### src/rtl/bulk_seq_pkg.sv
package bulk_seq_pkg;

  typedef enum logic [1:0] {
    OP_COPY  = 2'd0,
    OP_MCOPY = 2'd1,
    OP_AND   = 2'd2,
    OP_OR    = 2'd3
  } op_e;

  typedef enum logic [1:0] {
    CMD_NOP  = 2'd0,
    CMD_ACT  = 2'd1,
    CMD_ACT3 = 2'd2,
    CMD_PRE  = 2'd3
  } cmd_e;

  typedef enum logic [2:0] {
    SEL_NONE,
    SEL_SRCA,
    SEL_SRCB,
    SEL_CONST,
    SEL_TMPA,
    SEL_TMPB,
    SEL_TMPC,
    SEL_DST
  } rowsel_e;

  typedef enum logic [1:0] {
    ST_IDLE,
    ST_ISSUE,
    ST_WAIT,
    ST_FINISH
  } state_e;

  typedef enum logic [1:0] {
    PH_STAGE,
    PH_OPEN,
    PH_DEST,
    PH_CLOSE
  } phase_e;

  // strobes from control to datapath
  typedef struct packed {
    logic    capture;
    logic    illegal;
    logic    fire;
    cmd_e    code;
    rowsel_e sel;
    logic    finish;
  } strobe_t;

endpackage

### src/rtl/bulk_seq_dp.sv
module bulk_seq_dp
  import bulk_seq_pkg::*;
#(
  parameter int ROW_W   = 16,
  parameter int MAX_DST = 8,
  parameter int WAIT_W  = 8,
  parameter int CNT_W   = 4,
  parameter int IDX_W   = 3
) (
  input  logic                     clk,
  input  logic                     rstN,
  input  strobe_t                  stb,
  input  logic [IDX_W-1:0]         dstIdx,
  input  logic [1:0]               reqOp,
  input  logic [ROW_W-1:0]         reqSrcA,
  input  logic [ROW_W-1:0]         reqSrcB,
  input  logic [CNT_W-1:0]         reqDstCount,
  input  logic [MAX_DST*ROW_W-1:0] reqDstList,
  input  logic [ROW_W-1:0]         reqZeroRow,
  input  logic [ROW_W-1:0]         reqOneRow,
  input  logic [ROW_W-1:0]         reqTmpA,
  input  logic [ROW_W-1:0]         reqTmpB,
  input  logic [ROW_W-1:0]         reqTmpC,
  input  logic [WAIT_W-1:0]        cfgActGap,
  input  logic [WAIT_W-1:0]        cfgPreWait,
  output op_e                      opQ,
  output logic [CNT_W-1:0]         countQ,
  output logic [WAIT_W-1:0]        actGapQ,
  output logic [WAIT_W-1:0]        preWaitQ,
  output logic                     cmdValid,
  output logic [1:0]               cmdCode,
  output logic [ROW_W-1:0]         cmdRowA,
  output logic [ROW_W-1:0]         cmdRowB,
  output logic [ROW_W-1:0]         cmdRowC,
  output logic                     done,
  output logic                     err
);

  logic [ROW_W-1:0] srcAQ, srcBQ, zeroQ, oneQ, tmpAQ, tmpBQ, tmpCQ;
  logic [ROW_W-1:0] dstQ [MAX_DST];
  logic             errQ;
  logic [ROW_W-1:0] rowSel;

  always_ff @(posedge clk or negedge rstN) begin
    if (!rstN) begin
      opQ      <= OP_COPY;
      countQ   <= '0;
      actGapQ  <= '0;
      preWaitQ <= '0;
      srcAQ    <= '0;
      srcBQ    <= '0;
      zeroQ    <= '0;
      oneQ     <= '0;
      tmpAQ    <= '0;
      tmpBQ    <= '0;
      tmpCQ    <= '0;
      errQ     <= 1'b0;
    end else if (stb.capture) begin
      opQ      <= op_e'(reqOp);
      countQ   <= reqDstCount;
      actGapQ  <= cfgActGap;
      preWaitQ <= cfgPreWait;
      srcAQ    <= reqSrcA;
      srcBQ    <= reqSrcB;
      zeroQ    <= reqZeroRow;
      oneQ     <= reqOneRow;
      tmpAQ    <= reqTmpA;
      tmpBQ    <= reqTmpB;
      tmpCQ    <= reqTmpC;
      errQ     <= stb.illegal;
    end
  end

  for (genvar g = 0; g < MAX_DST; g++) begin : g_dst
    always_ff @(posedge clk or negedge rstN) begin
      if (!rstN)            dstQ[g] <= '0;
      else if (stb.capture) dstQ[g] <= reqDstList[g*ROW_W +: ROW_W];
    end
  end

  always_comb begin
    unique case (stb.sel)
      SEL_SRCA:  rowSel = srcAQ;
      SEL_SRCB:  rowSel = srcBQ;
      SEL_CONST: rowSel = (opQ == OP_OR) ? oneQ : zeroQ;
      SEL_TMPA:  rowSel = tmpAQ;
      SEL_TMPB:  rowSel = tmpBQ;
      SEL_TMPC:  rowSel = tmpCQ;
      SEL_DST:   rowSel = dstQ[dstIdx];
      default:   rowSel = '0;
    endcase
  end

  always_ff @(posedge clk or negedge rstN) begin
    if (!rstN) begin
      cmdValid <= 1'b0;
      cmdCode  <= CMD_NOP;
      cmdRowA  <= '0;
      cmdRowB  <= '0;
      cmdRowC  <= '0;
      done     <= 1'b0;
      err      <= 1'b0;
    end else begin
      cmdValid <= stb.fire;
      cmdCode  <= stb.fire ? stb.code : CMD_NOP;
      cmdRowA  <= stb.fire ? rowSel : '0;
      cmdRowB  <= (stb.fire && stb.code == CMD_ACT3) ? tmpBQ : '0;
      cmdRowC  <= (stb.fire && stb.code == CMD_ACT3) ? tmpCQ : '0;
      done     <= stb.finish;
      err      <= stb.finish & errQ;
    end
  end

endmodule

### src/rtl/bulk_seq_ctrl.sv
module bulk_seq_ctrl
  import bulk_seq_pkg::*;
#(
  parameter int MAX_DST = 8,
  parameter int WAIT_W  = 8,
  parameter int CNT_W   = 4,
  parameter int IDX_W   = 3
) (
  input  logic              clk,
  input  logic              rstN,
  input  logic              reqValid,
  input  logic [1:0]        reqOp,
  input  logic [CNT_W-1:0]  reqDstCount,
  input  op_e               opQ,
  input  logic [CNT_W-1:0]  countQ,
  input  logic [WAIT_W-1:0] actGapQ,
  input  logic [WAIT_W-1:0] preWaitQ,
  output logic              reqReady,
  output strobe_t           stb,
  output logic [IDX_W-1:0]  dstIdx
);

  localparam int STAGE_LAST = 8;

  state_e            state;
  phase_e            phase;
  logic [3:0]        step;
  logic [WAIT_W-1:0] waitCnt;
  logic              closing;
  logic              accept, illegal, isLogic, lastDest;
  logic [WAIT_W-1:0] gapSel;

  assign reqReady = (state == ST_IDLE);
  assign accept   = reqValid && reqReady;
  assign illegal  = (reqDstCount == '0) || (reqDstCount > CNT_W'(MAX_DST));
  assign isLogic  = (opQ == OP_AND) || (opQ == OP_OR);
  assign lastDest = (opQ == OP_COPY) || (CNT_W'(dstIdx) == countQ - CNT_W'(1));

  always_comb begin
    stb         = '0;
    stb.code    = CMD_NOP;
    stb.sel     = SEL_NONE;
    stb.capture = accept;
    stb.illegal = illegal;
    stb.finish  = (state == ST_FINISH);
    if (state == ST_ISSUE) begin
      stb.fire = 1'b1;
      unique case (phase)
        PH_STAGE: begin
          stb.code = CMD_ACT;
          unique case (step)
            4'd0:    stb.sel = SEL_SRCA;
            4'd1:    stb.sel = SEL_TMPA;
            4'd3:    stb.sel = SEL_SRCB;
            4'd4:    stb.sel = SEL_TMPB;
            4'd6:    stb.sel = SEL_CONST;
            4'd7:    stb.sel = SEL_TMPC;
            default: stb.code = CMD_PRE;
          endcase
        end
        PH_OPEN: begin
          stb.code = isLogic ? CMD_ACT3 : CMD_ACT;
          stb.sel  = isLogic ? SEL_TMPA : SEL_SRCA;
        end
        PH_DEST: begin
          stb.code = CMD_ACT;
          stb.sel  = SEL_DST;
        end
        default: stb.code = CMD_PRE;
      endcase
    end
  end

  assign gapSel = (stb.code == CMD_PRE) ? preWaitQ : actGapQ;

  always_ff @(posedge clk or negedge rstN) begin
    if (!rstN) begin
      state   <= ST_IDLE;
      phase   <= PH_STAGE;
      step    <= '0;
      dstIdx  <= '0;
      waitCnt <= '0;
      closing <= 1'b0;
    end else begin
      unique case (state)
        ST_IDLE: if (accept) begin
          state  <= illegal ? ST_FINISH : ST_ISSUE;
          phase  <= reqOp[1] ? PH_STAGE : PH_OPEN;
          step   <= '0;
          dstIdx <= '0;
        end
        ST_ISSUE: begin
          closing <= (phase == PH_CLOSE);
          if (gapSel == '0) begin
            state <= (phase == PH_CLOSE) ? ST_FINISH : ST_ISSUE;
          end else begin
            state   <= ST_WAIT;
            waitCnt <= gapSel;
          end
          unique case (phase)
            PH_STAGE: if (step == 4'(STAGE_LAST)) phase <= PH_OPEN;
                      else step <= step + 4'd1;
            PH_OPEN:  begin phase <= PH_DEST; dstIdx <= '0; end
            PH_DEST:  if (lastDest) phase <= PH_CLOSE;
                      else dstIdx <= dstIdx + IDX_W'(1);
            default:  ;
          endcase
        end
        ST_WAIT: begin
          if (waitCnt == WAIT_W'(1)) state <= closing ? ST_FINISH : ST_ISSUE;
          waitCnt <= waitCnt - WAIT_W'(1);
        end
        default: state <= ST_IDLE;
      endcase
    end
  end

endmodule

### src/rtl/bulk_op_seq.sv
module bulk_op_seq
  import bulk_seq_pkg::*;
#(
  parameter int ROW_W   = 16,
  parameter int MAX_DST = 8,
  parameter int WAIT_W  = 8,
  parameter int CNT_W   = $clog2(MAX_DST + 1),
  localparam int IDX_W  = (MAX_DST > 1) ? $clog2(MAX_DST) : 1
) (
  input  logic                     clk,
  input  logic                     rstN,
  input  logic                     reqValid,
  output logic                     reqReady,
  input  logic [1:0]               reqOp,
  input  logic [ROW_W-1:0]         reqSrcA,
  input  logic [ROW_W-1:0]         reqSrcB,
  input  logic [CNT_W-1:0]         reqDstCount,
  input  logic [MAX_DST*ROW_W-1:0] reqDstList,
  input  logic [ROW_W-1:0]         reqZeroRow,
  input  logic [ROW_W-1:0]         reqOneRow,
  input  logic [ROW_W-1:0]         reqTmpA,
  input  logic [ROW_W-1:0]         reqTmpB,
  input  logic [ROW_W-1:0]         reqTmpC,
  input  logic [WAIT_W-1:0]        cfgActGap,
  input  logic [WAIT_W-1:0]        cfgPreWait,
  output logic                     cmdValid,
  output logic [1:0]               cmdCode,
  output logic [ROW_W-1:0]         cmdRowA,
  output logic [ROW_W-1:0]         cmdRowB,
  output logic [ROW_W-1:0]         cmdRowC,
  output logic                     done,
  output logic                     err
);

  strobe_t           stb;
  logic [IDX_W-1:0]  dstIdx;
  op_e               opQ;
  logic [CNT_W-1:0]  countQ;
  logic [WAIT_W-1:0] actGapQ, preWaitQ;

  bulk_seq_ctrl #(
    .MAX_DST(MAX_DST), .WAIT_W(WAIT_W), .CNT_W(CNT_W), .IDX_W(IDX_W)
  ) u_ctrl (
    .clk(clk), .rstN(rstN), .reqValid(reqValid), .reqOp(reqOp),
    .reqDstCount(reqDstCount), .opQ(opQ), .countQ(countQ),
    .actGapQ(actGapQ), .preWaitQ(preWaitQ), .reqReady(reqReady),
    .stb(stb), .dstIdx(dstIdx)
  );

  bulk_seq_dp #(
    .ROW_W(ROW_W), .MAX_DST(MAX_DST), .WAIT_W(WAIT_W), .CNT_W(CNT_W), .IDX_W(IDX_W)
  ) u_dp (
    .clk(clk), .rstN(rstN), .stb(stb), .dstIdx(dstIdx), .reqOp(reqOp),
    .reqSrcA(reqSrcA), .reqSrcB(reqSrcB), .reqDstCount(reqDstCount),
    .reqDstList(reqDstList), .reqZeroRow(reqZeroRow), .reqOneRow(reqOneRow),
    .reqTmpA(reqTmpA), .reqTmpB(reqTmpB), .reqTmpC(reqTmpC),
    .cfgActGap(cfgActGap), .cfgPreWait(cfgPreWait), .opQ(opQ), .countQ(countQ),
    .actGapQ(actGapQ), .preWaitQ(preWaitQ), .cmdValid(cmdValid),
    .cmdCode(cmdCode), .cmdRowA(cmdRowA), .cmdRowB(cmdRowB), .cmdRowC(cmdRowC),
    .done(done), .err(err)
  );

endmodule

### config.mk
export PLATFORM = sky130hd
export DESIGN_NAME = bulk_op_seq
export DESIGN_NICKNAME = d
export VERILOG_FILES = /design/src/rtl/bulk_seq_pkg.sv /design/src/rtl/bulk_seq_dp.sv /design/src/rtl/bulk_seq_ctrl.sv /design/src/rtl/bulk_op_seq.sv
export SDC_FILE = /design/constraint.sdc
export NUM_CORES = 1
export LEC_CHECK = 0
export ABC_AREA = 1
export ABC_CLOCK_PERIOD_IN_PS = 2500
export BUFFER_PORTS_ARGS = -buffer_cell sky130_fd_sc_hd__buf_2
export CAP_MARGIN = 30
export CORE_UTILIZATION = 40
export DETAILED_ROUTE_END_ITERATION = 16
export GPL_TIMING_DRIVEN = 0
export HOLD_SLACK_MARGIN = 0.02
export PLACE_DENSITY_LB_ADDON = 0.3
export SLEW_MARGIN = 20
export SYNTH_ARGS = -nofsm -noshare
export SYNTH_HDL_FRONTEND = slang
export SYNTH_SLANG_ARGS = --single-unit
export TNS_END_PERCENT = 30
### constraint.sdc
create_clock -name clk -period 2.5 [get_ports clk]
set_clock_uncertainty 0.05 [all_clocks]
set_input_delay 0.125 -clock clk [delete_from_list [all_inputs] [get_ports clk]]
set_output_delay 0.125 -clock clk [all_outputs]
set_load 0.02 [all_outputs]
==> impl_metrics.env <==
export IMPL_status="finished with violations"
export IMPL_violations="setup timing"
export IMPL_drt_pass1_iterations=6
export IMPL_viasPerCell=5.166
export IMPL_grt_max_degree=103
export IMPL_wl_per_cell_um=18.69
export IMPL_placed_cell_area_mm2=0.01730
export IMPL_synthesis_nets=2161
export IMPL_ff2ff_path_depth=7
export IMPL_min_path_type="input pin to asynchronous set/reset pin"
export IMPL_netlist_area_mm2=0.01503
export IMPL_clk_pin_slew_ns=0.06
export IMPL_power_density_mw_per_mm2=543.7
export IMPL_cts_buffers=37
export IMPL_yosys_area_share_adder_pct=1.082
export IMPL_ys_ff_latch=336
export IMPL_grt_setup_unrepaired="true"
export IMPL_cts_sinks=336
export IMPL_path_depth=7
export IMPL_die_area_mm2=0.03836
export IMPL_synth_edf_count=0
export IMPL_final_cell_mix="927 x nand2_1, 339 x buf_2, 333 x dfrtp_1"
export IMPL_fmax_mhz=396.1
export IMPL_hpwl_um=38100
export IMPL_fp_dieW_um=195.9
export IMPL_critical_path_class="flop to flop"
export IMPL_report_final_slew_viol_count=0
export IMPL_fp_row_count=70
export IMPL_synthCells=1883
export IMPL_crit_path_end="u_dp.cmdRowA[1]"
export IMPL_avgSynthCellArea_um2=7.983
export IMPL_rrSetupSlack_ns=-0.02
export IMPL_synthSimpleGateAreaFrac_pct=30.01
export IMPL_cap_violations=0
export IMPL_layout_min_cycle_time_ns=2.525
export IMPL_hold_viol=0
export IMPL_muxShareOfSynthArea_pct=0.06659
export IMPL_r2r_end="u_dp.cmdRowA[1]"
export IMPL_synth_xor_area_share_pct=0.4079
export IMPL_die_h_um=195.9
export IMPL_final_util_pct=57.95
export IMPL_slowest_stage="a221oi_1"
export IMPL_async_flop_share_pct=100.0
export IMPL_synth_warnings=0
export IMPL_vias=15518
export IMPL_startpoint="u_ctrl.dstIdx[0]"
export IMPL_cts_buffer_depth=3
export IMPL_grt_ovfl_total=0
export IMPL_final_cell_count_no_fill=3004
export IMPL_initial_core_util_pct=40.86
export IMPL_worst_slew_pin_slew_ns=0.7275
export IMPL_vdd_drop_max_uv=383.0
export IMPL_slew_headroom_pct=51.50
export IMPL_arrival_ns=2.93
export IMPL_cts_tree="yes"
export IMPL_crit_required_ns=2.90
export IMPL_layout_drive_gt1_share_pct=18.63
export IMPL_worstSetupEndpointType="flop"
export IMPL_grt_usage_pct=29.21
export IMPL_leakagePower_nw=11.59
export IMPL_critical_path_top_delay_family="buffers and inverters"
export IMPL_fin_nets=2791
export IMPL_worstSetupStartpointType="flop"
export IMPL_hold_slack_ns=0.1052
export IMPL_io_pins=319
export IMPL_final_antenna_net_count=0
export IMPL_place_ws_ns=-0.2055
export IMPL_synth_compound_area_share_pct=7.175
export IMPL_final_cell_area_mm2=0.02132
export IMPL_port_buffer_count=318
export IMPL_synthFlopType="dfrtp_1"
export IMPL_finalSetupViolCount=1
export IMPL_grt_pass1_vias=15411
export IMPL_clock_root_buffer="clkbuf_16"
export IMPL_grt_pass1_wl_um=85790
export IMPL_place_gp_congestion=0.9095
export IMPL_path_cells="inv_1, clkbuf_1, buf_2, nand2_1, a221oi_1, o21ai_0, nand4_1"
export IMPL_placedCellCount=2672
export IMPL_drc_errors=0
export IMPL_antenna_found_initial=2
export IMPL_setup_ws_ns=-0.02471
export IMPL_synth_top_family_by_area="simple AND/OR/NAND/NOR gates"
export IMPL_cp_num_buf_inv=3
export IMPL_core_area_mm2=0.03679
export IMPL_synth_cell_types=43
export IMPL_area_delta_synth_final_pct=41.80
export IMPL_h_tree_depth=2
export IMPL_postRouteWirelength_um=56140
export IMPL_r2r_start="u_ctrl.dstIdx[0]"
export IMPL_drt_initial_drc_count=1431
export IMPL_clkLatencyLatePin_ns=0.53
export IMPL_final_common_cell="nand2_1"
export IMPL_ys_seq_area_share_pct=55.93
export IMPL_fin_crit_sh_pct=101.0
export IMPL_path_max_fanout=10
export IMPL_max_stage_delay_ns=0.56
## synth_stat cells (all sizes together) (3+ instances only)
library cell / n / area (um2)
nand2: 940 / 3571
a221oi: 8 / 70.07
nand3: 88 / 440.4
a21oi: 69 / 349.1
nor3b: 3 / 22.52
xnor2: 3 / 26.28
inv: 99 / 374.1
ha: 13 / 162.7
nor3: 8 / 51.30
a32o: 4 / 40.04
nor2: 81 / 330.3
o21ai: 92 / 464.2
o22ai: 6 / 37.54
a32oi: 4 / 35.03
nor4: 3 / 18.77
dfrtp: 336 / 8408
nand4: 8 / 50.05
clkbuf: 62 / 232.7
a211oi: 6 / 45.04
buf: 36 / 192.7
xor2: 4 / 35.03
## worst min path at each step
| stage | start | endpoint | cells after the start |
|---|---|---|---|
| 6_report | rstN | u_dp.actGapQ[2] | 2 |
| 5_1_grt | rstN | u_dp.actGapQ[2] | 2 |
| 4_1_cts | rstN | u_dp.preWaitQ[0] | 2 |
| 3_5_place_dp | rstN | u_dp.done | 1 |
| 3_3_place_gp | reqDstList[121] | u_dp.dstQ[9] | 3 |
| 2_1_floorplan | rstN | u_ctrl.closing | 0 |
## through the flow
step	total power, mW	TNS, ns
finish	11.59	-0.02471
global route	11.93	-0.06426
CTS	11.62	0
detailed placement	5.905	-14.56
global placement	5.888	-1741.24
floorplan	5.542	0
## sequential cells by signal, indices dropped and copies added (netlist names), 2 cells and up
name	cells
u_ctrl.dstIdx	3
u_ctrl.phase	2
u_ctrl.state	2
u_ctrl.step	4
u_ctrl.waitCnt	8
u_dp.actGapQ	8
u_dp.cmdCode	2
u_dp.cmdRowA	16
u_dp.cmdRowB	16
u_dp.cmdRowC	16
u_dp.countQ	4
u_dp.dstQ	128
u_dp.oneQ	16
u_dp.opQ	2
u_dp.preWaitQ	8
u_dp.srcAQ	16
u_dp.srcBQ	16
u_dp.tmpAQ	16
u_dp.tmpBQ	16
u_dp.tmpCQ	16
u_dp.zeroQ	16
## power by group
part           total (mW)  switching, mW  leakage, nW  internal, mW
clock network        5.44           2.23        0.583          3.21
registers            5.44              0         4.31          5.44
logic               0.708          0.278         6.69         0.429
## cell families (layout without fill, tap and decap cells)
| kind of cell | count (synthesis) | in the layout |
|---|---|---|
| muxes | 1 | 1 |
| DFF | 336 | 336 |
| xor gates and xnor gates | 7 | 7 |
| other | 0 | 2 |
| AOI/OAI and AO/OA | 194 | 194 |
| adders and majority gates | 13 | 13 |
| and+or+nand+nor | 1135 | 1136 |
| buffers and inverters | 197 | 847 |
## final cells by class
cell class / count / area [um2]
timing repair buffer: 591 / 4372
tap: 468 / 585.6
multi-input combinational: 1351 / 5926
antenna: 2 / 5.005
buffer: 97 / 447.9
clock inverter: 6 / 110.1
fill: 3189 / 15470
clock buffer: 54 / 1081
inverter: 99 / 376.6
sequential: 336 / 8412
## routing by layer
metal	up-vias	global-route usage, %	wire length [um]
li1	7162	-	-
met1	7331	39.20	23150
met2	853	46.25	25730
met3	172	4.985	4666
met4	0	13.57	2593
met5	-	0	0
## what timing repair did
action	in CTS	in global routing
hold endpoints to repair	339	0
pin swaps	1	6
setup endpoints to repair	199	109
cloned	0	1
gates resized for setup	21	30
buffers inserted	2	4
hold buffers	264	0
Power figures use the tool's default switching activity.
